--- config.mk ---
export PLATFORM = sky130hd
export DESIGN_NAME = sec_alarm_top
export DESIGN_NICKNAME = d
export VERILOG_FILES = /design/src/rtl/sec_alarm_pkg.sv /design/src/rtl/sec_alarm_reg.sv /design/src/rtl/sec_alarm_match.sv /design/src/rtl/sec_alarm_flag.sv /design/src/rtl/sec_alarm_top.sv
export SDC_FILE = /design/constraint.sdc
export NUM_CORES = 1
export LEC_CHECK = 0
export BUFFER_PORTS_ARGS = -buffer_cell sky130_fd_sc_hd__clkbuf_2
export CORE_MARGIN = 1.5
export CORE_UTILIZATION = 48
export DETAILED_ROUTE_END_ITERATION = 12
export PLACE_DENSITY = 0.8
export SLEW_MARGIN = 5
export SYNTH_ARGS = -nofsm -noshare
export SYNTH_HDL_FRONTEND = slang
export SYNTH_HIERARCHICAL = 1
export SYNTH_SLANG_ARGS = --single-unit
--- constraint.sdc ---
create_clock -name clk_i -period 1.53 [get_ports clk_i]
set_input_delay 0 -clock clk_i [delete_from_list [all_inputs] [get_ports clk_i]]
set_output_delay 0 -clock clk_i [all_outputs]
set_load 0.05 [all_outputs]
--- src/rtl/sec_alarm_pkg.sv ---
package sec_alarm_pkg;
  parameter int unsigned SEC_W_DEF   = 32;
  parameter int unsigned CHUNK_W_DEF = 8;

  typedef enum logic [1:0] {
    FLG_HOLD = 2'd0,
    FLG_SET  = 2'd1,
    FLG_CLR  = 2'd2
  } flag_act_e;
endpackage

--- src/rtl/sec_alarm_reg.sv ---
module sec_alarm_reg #(
  parameter int unsigned SecW = sec_alarm_pkg::SEC_W_DEF
) (
  input  logic            clk_i,
  input  logic            rst_ni,
  input  logic            wr_en_i,
  input  logic [SecW-1:0] wr_data_i,
  output logic [SecW-1:0] alarm_o
);
  logic [SecW-1:0] alarm_q;

  always_ff @(posedge clk_i or negedge rst_ni) begin
    if (!rst_ni)      alarm_q <= '0;
    else if (wr_en_i) alarm_q <= wr_data_i;
  end

  assign alarm_o = alarm_q;

  assert_load_R10: assert property (@(posedge clk_i) disable iff (!rst_ni)
    wr_en_i |=> alarm_o == $past(wr_data_i));
  assert_keep_R10: assert property (@(posedge clk_i) disable iff (!rst_ni)
    !wr_en_i |=> $stable(alarm_o));
endmodule

--- src/rtl/sec_alarm_match.sv ---
module sec_alarm_match #(
  parameter int unsigned SecW   = sec_alarm_pkg::SEC_W_DEF,
  parameter int unsigned ChunkW = sec_alarm_pkg::CHUNK_W_DEF
) (
  input  logic            inc_i,
  input  logic [SecW-1:0] sec_i,
  input  logic [SecW-1:0] alarm_i,
  output logic            hit_o
);
  localparam int unsigned NumChunks = (SecW + ChunkW - 1) / ChunkW;
  localparam int unsigned PadW      = NumChunks * ChunkW;

  logic [PadW-1:0]      sec_pad, alm_pad;
  logic [NumChunks-1:0] chunk_eq;

  assign sec_pad = PadW'(sec_i);
  assign alm_pad = PadW'(alarm_i);

  // chunked equality keeps each reduction shallow
  for (genvar c = 0; c < NumChunks; c++) begin : g_chunk
    assign chunk_eq[c] = (sec_pad[c*ChunkW +: ChunkW] == alm_pad[c*ChunkW +: ChunkW]);
  end

  // compare only at the step
  assign hit_o = inc_i & (&chunk_eq);
endmodule

--- src/rtl/sec_alarm_flag.sv ---
module sec_alarm_flag
  import sec_alarm_pkg::*;
(
  input  logic clk_i,
  input  logic rst_ni,
  input  logic set_i,
  input  logic clr_i,
  output logic flag_o
);
  flag_act_e act;
  logic      flag_q;

  // write beats set
  always_comb begin
    if (clr_i)      act = FLG_CLR;
    else if (set_i) act = FLG_SET;
    else            act = FLG_HOLD;
  end

  always_ff @(posedge clk_i or negedge rst_ni) begin
    if (!rst_ni) flag_q <= 1'b0;
    else begin
      unique case (act)
        FLG_SET:  flag_q <= 1'b1;
        FLG_CLR:  flag_q <= 1'b0;
        default:  flag_q <= flag_q;
      endcase
    end
  end

  assign flag_o = flag_q;

  assert_set_R2: assert property (@(posedge clk_i) disable iff (!rst_ni)
    (set_i && !clr_i) |=> flag_o);
  assert_clr_R5: assert property (@(posedge clk_i) disable iff (!rst_ni)
    clr_i |=> !flag_o);
  assert_sticky_R7: assert property (@(posedge clk_i) disable iff (!rst_ni)
    (flag_o && !clr_i) |=> flag_o);
  assert_quiet_R3: assert property (@(posedge clk_i) disable iff (!rst_ni)
    (!flag_o && !set_i) |=> !flag_o);
endmodule

--- src/rtl/sec_alarm_top.sv ---
module sec_alarm_top #(
  parameter int unsigned SecW   = sec_alarm_pkg::SEC_W_DEF,
  parameter int unsigned ChunkW = sec_alarm_pkg::CHUNK_W_DEF
) (
  input  logic            clk_i,
  input  logic            rst_ni,
  input  logic [SecW-1:0] sec_i,
  input  logic            inc_i,
  input  logic            wr_en_i,
  input  logic [SecW-1:0] wr_data_i,
  input  logic            irq_en_i,
  output logic            flag_o,
  output logic            irq_o
);
  logic [SecW-1:0] alarm_q;
  logic            hit;

  sec_alarm_reg #(.SecW(SecW)) u_reg (
    .clk_i     (clk_i),
    .rst_ni    (rst_ni),
    .wr_en_i   (wr_en_i),
    .wr_data_i (wr_data_i),
    .alarm_o   (alarm_q)
  );

  sec_alarm_match #(.SecW(SecW), .ChunkW(ChunkW)) u_match (
    .inc_i   (inc_i),
    .sec_i   (sec_i),
    .alarm_i (alarm_q),
    .hit_o   (hit)
  );

  sec_alarm_flag u_flag (
    .clk_i  (clk_i),
    .rst_ni (rst_ni),
    .set_i  (hit),
    .clr_i  (wr_en_i),
    .flag_o (flag_o)
  );

  assign irq_o = flag_o & irq_en_i;

  assert_rise_R4: assert property (@(posedge clk_i) disable iff (!rst_ni)
    $rose(flag_o) |-> ($past(inc_i) && !$past(wr_en_i)
                       && ($past(sec_i) == $past(alarm_q))));
  assert_collide_R6: assert property (@(posedge clk_i) disable iff (!rst_ni)
    (wr_en_i && inc_i && sec_i == alarm_q) |=> !flag_o);
  assert_irq_R8: assert property (@(posedge clk_i) disable iff (!rst_ni)
    irq_o |-> (flag_o && irq_en_i));
endmodule

==> results of run 1 <==
==> kinds of logic after synthesis <==
| logic type | synth area share [%] |
|---|---|
| AOI/OAI and AO/OA | 0.5747 |
| xor gates and xnor gates | 16.09 |
| buffers and inverters | 4.095 |
| DFF | 47.41 |
| muxes | 27.15 |
| and+or+nand+nor | 4.670 |
==> worst max-delay path: stages (launching register included) <==
cell and delay, ns:
dfrtp_1 0.42, xor2_1 0.17, nor4_1 0.31, nand3_1 0.15, nor3_2 0.19, o21ba_1 0.14
==> per-layer routing <==
layer,routed length [um],vias up,GRT usage (%)
met3,187,2,5.714
met2,2010,41,39.10
met5,0,-,0
met1,1542,609,24.09
met4,18,0,4.891
li1,-,611,-
==> power breakdown <==
part / leakage, nW / total [mW] / internal (mW) / switching, mW
Sequential: 0.388 / 1.02 / 0.957 / 0.0649
Combinational: 0.851 / 0.466 / 0.304 / 0.162
Clock: 0.0265 / 0.447 / 0.183 / 0.264
==> layout make-up <==
type / instances / area (um^2)
flip-flops and latches: 33 / 825.8
repair buffers: 104 / 700.7
clock buffers: 8 / 48.80
well taps: 46 / 57.56
fillers: 244 / 919.6
multi-input cells: 78 / 863.3
==> timing repair <==
item | CTS | global route
pin swaps | 0 | 3
endpoints found under the hold margin | 65 | 0
hold buffers | 33 | 0
endpoints found under the setup margin | 1 | 1
gates resized for setup | 1 | 2
==> metrics by stage <==
step                      power [mW]  setup slack (ns)  instances  area, um^2  util [%]
final                          1.935           0.09544        269        2496     73.08
after global routing           2.041           0.01550        269        2496     73.08
after CTS                      1.943           0.04502        269        2484     72.71
after detailed placement       1.426           0.01931        228        2098     61.43
after global placement         1.405           0.01883        228        2098     61.43
after floorplan                1.283            0.2618        115        1742         -
==> registers in the layout, summed over array words and instances, names as in the netlist <==
register       cells
u_reg/alarm_o     32
u_flag/flag_o      1
==> worst max path at each step <==
stage                                        from                   endpoint  slack [ns]  depth (start not counted)
finish              u_reg/alarm_o[12]$_DFFE_PN0P_  u_flag/flag_o$_DFFE_PN0P_         0.1                          5
global route        u_reg/alarm_o[17]$_DFFE_PN0P_  u_flag/flag_o$_DFFE_PN0P_        0.02                          5
CTS                  u_reg/alarm_o[2]$_DFFE_PN0P_  u_flag/flag_o$_DFFE_PN0P_        0.05                          5
detailed placement  u_reg/alarm_o[19]$_DFFE_PN0P_  u_flag/flag_o$_DFFE_PN0P_        0.02                          5
global placement    u_reg/alarm_o[19]$_DFFE_PN0P_  u_flag/flag_o$_DFFE_PN0P_        0.02                          5
floorplan           u_reg/alarm_o[22]$_DFFE_PN0P_  u_flag/flag_o$_DFFE_PN0P_        0.26                          5
==> cells in the final DEF, fill, tap and decap left out <==
cell / count
clkbuf_2: 70
dlygate4sd3_1: 33
dfrtp_1: 33
xor2_1: 31
mux2_4: 30
clkbuf_4: 5
nor4_1: 4
clkbuf_1: 3
nor4_2: 3
nand3_1: 2
mux2_2: 2
and2_1: 1
buf_12: 1
o21ba_1: 1
nand4_1: 1
xnor2_1: 1
nor3_1: 1
nor3_2: 1
==> impl_metrics.json, run 1 <==
{
  "cts_tree": "built",
  "grt_start_max_net_pins": 34,
  "clock_path_buffers": 2,
  "htreeDepth": 2,
  "synth_most_common_cell": "dfrtp_1",
  "vias": 1263,
  "min_period_ns": 1.435,
  "viasPerCell": 4.695,
  "ys_seq_area_share_pct": 47.41,
  "place.port_buffers": 70,
  "netlist_instances": 115,
  "die_w_um": 63.24,
  "yosysTopAreaCell": "dfrtp_1",
  "die_y_um": 63.24,
  "rrSetupSlack_ns": 0.1,
  "synth.avg_cell_area_um2": 15.14,
  "whs_ns": 0.1104,
  "fin_crit_sh_pct": 93.76,
  "place_congestion": 0.7781,
  "cts_buffers": 5,
  "status": "finished, final reports clean",
  "grt_pass1_wl_mm": 6.492,
  "drc": 0,
  "ys_ff_latch": 33,
  "required_ns": 1.79,
  "synth_cell_types": 14,
  "max_freq_mhz": 697.1,
  "finalClockSkew_ns": 0.002750,
  "power_density_nw_per_um2": 775.2,
  "yosys_warnings": 6,
  "ys_top_cells_by_area": "dfrtp_1 47%, mux2_4 26%, xor2_1 16%",
  "antenna_found_initial": 0,
  "io_pins": 71,
  "p_leak_nw": 1.266,
  "worstSetupStartpointType": "flip-flop",
  "synth_commonest_cells": "33 x dfrtp_1, 31 x xor2_1, 30 x mux2_4",
  "synth-edff-count": 0,
  "cts_root_buf": "clkbuf_4",
  "syn_to_final_growth_pct": 43.32,
  "cp_max_fo": 2,
  "drtAntennaViolNets": 0,
  "drt-total-wl_mm": 3.758,
  "wl_per_cell_um": 13.97,
  "maxCapViolations": 0,
  "drt-pass1-iter-count": 4,
  "slew_headroom_pct": 46.91,
  "drive_above_1_share_pct": 50.22,
  "clkTransAtPathRegs_ns": 0.09,
  "hold_viol": 0,
  "r2r_start": "u_reg/alarm_o[12]$_DFFE_PN0P_",
  "rsz0062_at_grt": "no",
  "hold_end": "u_flag/flag_o$_DFFE_PN0P_",
  "hold_path.class": "input pin to flip-flop",
  "nets": 291,
  "initial_core_util_pct": 50.99,
  "setup-violations-final": 0,
  "insertion_delay_ns": 0.31,
  "irDropWorstVdd_v": 0.0005918,
  "antenna_cells": 0,
  "drv_slew": 0,
  "arrival_ns": 1.69,
  "post-cts-setup-buffers": 0,
  "holdPathStages": 4,
  "end_kind": "flip-flop",
  "core_area_um2": 3416,
  "hp-start": "inc_i",
  "drt-initial-drc-count": 33,
  "rows": 21,
  "crit_type": "flip-flop to flip-flop",
  "syn_nets": 184,
  "worstMarginPinSlew_ns": 0.7963,
  "grt_use_total_pct": 21.10,
  "ys.flop_type": "dfrtp_1",
  "synth_top_area_share_pct": 47.41,
  "cts_sinks": 33,
  "async_flop_share_pct": 100.0,
  "netlist_area_um2": 1742,
  "gr-total-overflow": 0,
  "r2r-end": "u_flag/flag_o$_DFFE_PN0P_",
  "tns_ns": 0,
  "grt_pass1_vias": 1421,
  "rr_worst_depth": 5,
  "hpwl_mm": 2.532,
  "die-area_um2": 3999
}
Note: power is estimated with default switching activity, not from simulation.
==> inputs of run 2 (changes only) <==
==> constraint.sdc (replaced) <==
create_clock -name clk_i -period 1.53 [get_ports clk_i]
set_input_delay 0.153 -clock clk_i [delete_from_list [all_inputs] [get_ports clk_i]]
set_output_delay 0.153 -clock clk_i [all_outputs]
set_load 0.05 [all_outputs]
==> run 2 against run 1 <==
Compared with the run above:
- core utilization fell by 9.2 points
- cell count fell by 12%
- global-route usage is 2.0 points lower
==> impl_metrics.json, run 2 (synthesized netlist as in run 1, its figures left out) <==
{
  "tns_ns": 0,
  "die-area_um2": 3999,
  "clock_path_buffers": 2,
  "num-fill-cells": 299,
  "gr-total-overflow": 0,
  "status": "finished, final reports clean",
  "cp_num_buf_inv": 0,
  "worstSetupStartpointType": "flip-flop",
  "core_area_um2": 3416,
  "min_period_ns": 1.401,
  "htreeDepth": 2,
  "nets": 260,
  "power_density_nw_per_um2": 870.5,
  "drv_slew": 0,
  "slew_headroom_pct": 70.38,
  "hold_path.class": "input pin to flip-flop",
  "rsz0062_at_grt": "no",
  "cts_root_buf": "clkbuf_4",
  "p_leak_nw": 1.141,
  "fin_crit_sh_pct": 91.58,
  "hpwl_mm": 2.621,
  "drive_above_1_share_pct": 59.16,
  "place.port_buffers": 70,
  "syn_to_final_growth_pct": 25.36,
  "cts_buffers": 5,
  "grt_pass1_wl_mm": 5.733,
  "cp_max_fo": 2,
  "setup-violations-final": 0,
  "p_total_mw": 1.901,
  "critPathSlowestCell": "dfrtp_1",
  "crit_type": "flip-flop to flip-flop",
  "cts_tree": "built",
  "rows": 21,
  "antenna_found_initial": 0,
  "insertion_delay_ns": 0.33,
  "die_w_um": 63.24,
  "required_ns": 1.81,
  "crit_chain": "xor2_1 -> nor4_2 -> nand4_1 -> nor3_2 -> o21ba_1",
  "place_congestion": 0.7996,
  "finalClockSkew_ns": 0.006363,
  "hold_viol": 0,
  "grt_use_total_pct": 19.07,
  "most-common-layout-cells": "70 x clkbuf_2, 33 x dfrtp_1, 31 x xor2_1, 30 x mux2_4",
  "arrival_ns": 1.68,
  "viasPerCell": 4.890,
  "cp_top_family": "simple AND/OR/NAND/NOR gates",
  "antenna_cells": 0,
  "worstMarginPinSlew_ns": 0.4443,
  "irDropWorstVdd_v": 0.0007429,
  "clkTransAtPathRegs_ns": 0.09,
  "post-cts-setup-buffers": 0,
  "largest_reg_flops": 32,
  "vias": 1159,
  "die_y_um": 63.24,
  "drt-initial-drc-count": 16,
  "wl_per_cell_um": 14.23,
  "maxCapViolations": 0,
  "critical_path.max_stage_delay_ns": 0.40,
  "drtAntennaViolNets": 0,
  "io_pins": 71,
  "initial_core_util_pct": 50.99,
  "final_common_cell": "clkbuf_2",
  "drt-total-wl_mm": 3.373,
  "cts_sinks": 33,
  "drt-pass1-iter-count": 3,
  "drc": 0,
  "grt_start_max_net_pins": 34,
  "max_freq_mhz": 713.6,
  "grt_pass1_vias": 1302,
  "end_kind": "flip-flop"
}
-- run 2: cell types whose count changed in the layout (fill, tap and decap cells not counted), sizes merged --
| cell | delta |
|---|---|
| clkbuf | -1 |
| dlygate4sd3 | -32 |
| buf | +1 |
-- run 2: power by group --
group	internal [mW]	switching, mW
sequential	0.957	0.0633
combinational	0.252	0.145
clock	0.217	0.267
-- run 2: metrics by stage --
step                      worst slack (ns)  hold WS (ns)  instance area (um^2)  util, %  std cells
after floorplan                     0.2589       -0.1426                  1742        -        115
after global placement             0.05986        0.1101                  2106    61.65        229
after detailed placement           0.05417        0.1154                  2106    61.65        229
after CTS                          0.03340       0.02497                  2171    63.55        237
after global routing               0.01068       0.02889                  2183    63.92        237
final                               0.1288       0.04593                  2183    63.92        237
-- run 2: worst reg2reg max path, delay by kind of cell, from the launching register on --
kind,cells,cell delay [ns]
DFF,1,0.40
xor gates and xnor gates,1,0.17
AOI/OAI and AO/OA,1,0.14
and+or+nand+nor,3,0.64
-- run 2: final timing paths --
check / from / end / slack [ns] / cells after the start
max: u_reg/alarm_o[19]$_DFFE_PN0P_ / u_flag/flag_o$_DFFE_PN0P_ / 0.13 / 5
min: wr_data_i[0] / u_reg/alarm_o[0]$_DFFE_PN0P_ / 0.05 / 2
max reg2reg: u_reg/alarm_o[19]$_DFFE_PN0P_ / u_flag/flag_o$_DFFE_PN0P_ / 0.13 / 5
min reg2reg: u_flag/flag_o$_DFFE_PN0P_ / u_flag/flag_o$_DFFE_PN0P_ / 0.53 / 1
max in group asynchronous: rst_ni / u_reg/alarm_o[12]$_DFFE_PN0P_ / 0.67 / 3
min in group asynchronous: rst_ni / u_reg/alarm_o[11]$_DFFE_PN0P_ / 0.29 / 2
-- run 2: timing repair --
item                       4_1_cts  5_1_grt
hold endpoints to repair        17        0
setup endpoints to repair        0        1
hold buffers                     1        0
resized for setup                0        2
-- run 2: cell type report --
type	instances	area (um^2)	share of cell area, %
Multi-Input combinational cell	78	857.1	39.26
Clock buffer	7	55.05	2.521
Tap cell	46	57.56	2.636
Timing Repair Buffer	73	387.9	17.77
Sequential cell	33	825.8	37.82
-- run 2: layer usage --
metal	part of all wire [%]	GRT usage (%)	vias up
met1	39	21.55	553
met2	51	32.45	43
met3	6.6	5.179	13
met4	2.8	10.87	0
met5	0	0	-
li1	-	-	550
==> inputs of run 3 (changes only) <==
--- a/config.mk
+++ b/config.mk
@@ -10,6 +10,7 @@
 export CORE_UTILIZATION = 48
 export DETAILED_ROUTE_END_ITERATION = 12
 export PLACE_DENSITY = 0.8
+export RECOVER_POWER = 100
 export SLEW_MARGIN = 5
 export SYNTH_ARGS = -nofsm -noshare
 export SYNTH_HDL_FRONTEND = slang
==> run 3 against run 2 <==
Compared with the run above:
- register-to-register slack is essentially flat
- clock skew shrank 0.0011 ns
- core utilization shrank 3.4 points
- cell count is the same
- non-clock buffer count is the same
- wire length shrank 2.5%
- die area is the same
- first-iteration DRC count grew 50%
- setup slack gained 0.0038 ns
- largest power group unchanged
- highest routed layer unchanged
- count of clock-buffer cells in the layout is the same
==> impl_metrics.json, run 3 (synthesized netlist as in run 1, its figures left out) <==
{
  "hpwl_mm": 2.621,
  "required_ns": 1.81,
  "critPathSlowestCell": "dfrtp_1",
  "cp_top_family": "simple AND/OR/NAND/NOR gates",
  "whs_ns": 0.03162,
  "hold_viol": 0,
  "hold_path.class": "input pin to flip-flop",
  "switching_power_mw": 0.4646,
  "die_w_um": 63.24,
  "grt_pass1_vias": 1302,
  "nets": 260,
  "wl_per_cell_um": 13.88,
  "die_y_um": 63.24,
  "drv_slew": 0,
  "initial_core_util_pct": 50.99,
  "grt_pass1_wl_mm": 5.733,
  "largest_reg_flops": 32,
  "fin_util_pct": 60.55,
  "wl_met2_mm": 1.740,
  "p_total_mw": 1.822,
  "drc": 0,
  "drt-initial-drc-count": 24,
  "dr.max_layer_used": "met4",
  "insertion_delay_ns": 0.33,
  "viasPerCell": 4.924,
  "htreeDepth": 2,
  "fin_crit_sh_pct": 91.33,
  "met3_length_um": 219,
  "crit_type": "flip-flop to flip-flop",
  "max_freq_mhz": 715.6,
  "place_congestion": 0.7996,
  "cp_num_buf_inv": 0,
  "tns_ns": 0,
  "critical_path.max_stage_delay_ns": 0.40,
  "core_area_um2": 3416,
  "worstMarginPinSlew_ns": 0.9410,
  "final_common_cell": "clkbuf_2",
  "p_leak_nw": 1.009,
  "drt-total-wl_mm": 3.289,
  "drt-pass1-iter-count": 4,
  "finish.cell_count_without_fillers": 237,
  "cts_buffers": 5,
  "vias": 1167,
  "drive_above_1_share_pct": 42.41,
  "grt_use_total_pct": 19.07,
  "clock_path_buffers": 2,
  "grt_start_max_net_pins": 34,
  "status": "finished, final reports clean",
  "place.port_buffers": 70,
  "rsz0062_at_grt": "no",
  "internal_power_mw": 1.357,
  "syn_to_final_growth_pct": 18.75,
  "min_period_ns": 1.397,
  "die-area_um2": 3999,
  "power.share.switching_pct": 25.50,
  "comb_power_share_pct": 17.6,
  "drtAntennaViolNets": 0,
  "worstSetupStartpointType": "flip-flop",
  "setup-violations-final": 0,
  "finalClockSkew_ns": 0.005297,
  "end_kind": "flip-flop",
  "p_clk_share_pct": 26.7,
  "power_density_nw_per_um2": 880.9,
  "p_seq_share_pct": 55.7,
  "antenna_cells": 0,
  "cp_max_fo": 2,
  "rows": 21,
  "most-common-layout-cells": "68 x clkbuf_2, 33 x dfrtp_1, 31 x xor2_1, 30 x mux2_1",
  "antenna_found_initial": 0,
  "io_pins": 71,
  "wl_met1_mm": 1.241,
  "dp_cells": 229,
  "slew_headroom_pct": 37.27,
  "clkTransAtPathRegs_ns": 0.09,
  "cts_tree": "built",
  "crit_chain": "xor2_1 -> nor4_1 -> nand3_1 -> nor3_2 -> o21ba_1",
  "cts_root_buf": "clkbuf_4",
  "arrival_ns": 1.68,
  "cts_sinks": 33,
  "maxCapViolations": 0,
  "irDropWorstVdd_v": 0.0007442,
  "post-cts-setup-buffers": 0,
  "gr-total-overflow": 0
}
==> run 3: area by class of cell <==
type | count | area [um^2]
clock buffer | 7 | 55.05
multi-input combinational | 78 | 744.5
timing repair buffer | 73 | 385.4
fill | 322 | 1348
tap | 46 | 57.56
sequential | 33 | 825.8
==> run 3: path summary, 6_finish.rpt <==
check	from	endpoint	slack (ns)	cells past startpoint
min in group asynchronous	rst_ni	u_reg/alarm_o[11]$_DFFE_PN0P_	0.48	2
hold reg to reg	u_reg/alarm_o[21]$_DFFE_PN0P_	u_reg/alarm_o[21]$_DFFE_PN0P_	0.51	1
setup / recovery	u_reg/alarm_o[17]$_DFFE_PN0P_	u_flag/flag_o$_DFFE_PN0P_	0.13	5
setup reg to reg	u_reg/alarm_o[17]$_DFFE_PN0P_	u_flag/flag_o$_DFFE_PN0P_	0.13	5
max in group asynchronous	rst_ni	u_reg/alarm_o[12]$_DFFE_PN0P_	0.30	3
hold / removal	wr_data_i[11]	u_reg/alarm_o[11]$_DFFE_PN0P_	0.03	2
==> run 3: worst register-to-register path, cell delays in order (launching register included) <==
cell and delay [ns]:
dfrtp_1 0.40, xor2_1 0.16, nor4_1 0.36, nand3_1 0.16, nor3_2 0.12, o21ba_1 0.14
==> run 3: stage by stage <==
step	cell area, um^2	setup slack [ns]
after floorplan	1742	0.2589
after global placement	2106	0.05986
after detailed placement	2106	0.05417
after CTS	2171	0.03340
after global routing	2068	0.01371
final	2068	0.1326
==> run 3: power by group through the flow <==
stage               logic, mW  clock network, mW  registers, mW
floorplan               0.263                  0           1.02
global placement        0.378                  0           1.03
detailed placement      0.391                  0           1.04
CTS                     0.395              0.510           1.02
global route            0.359              0.535           1.03
finish                  0.320              0.487           1.01
==> run 3: timing repair <==
action,in CTS,in global routing
endpoints found under the hold margin,17,0
gates resized for setup,0,2
hold buffers,1,0
endpoints found under the setup margin,0,1
==> run 3: layer usage <==
layer | up-vias | track usage, %
met5 | - | 0
met4 | 0 | 10.87
met3 | 11 | 5.179
met2 | 45 | 32.45
met1 | 563 | 21.55
li1 | 548 | -
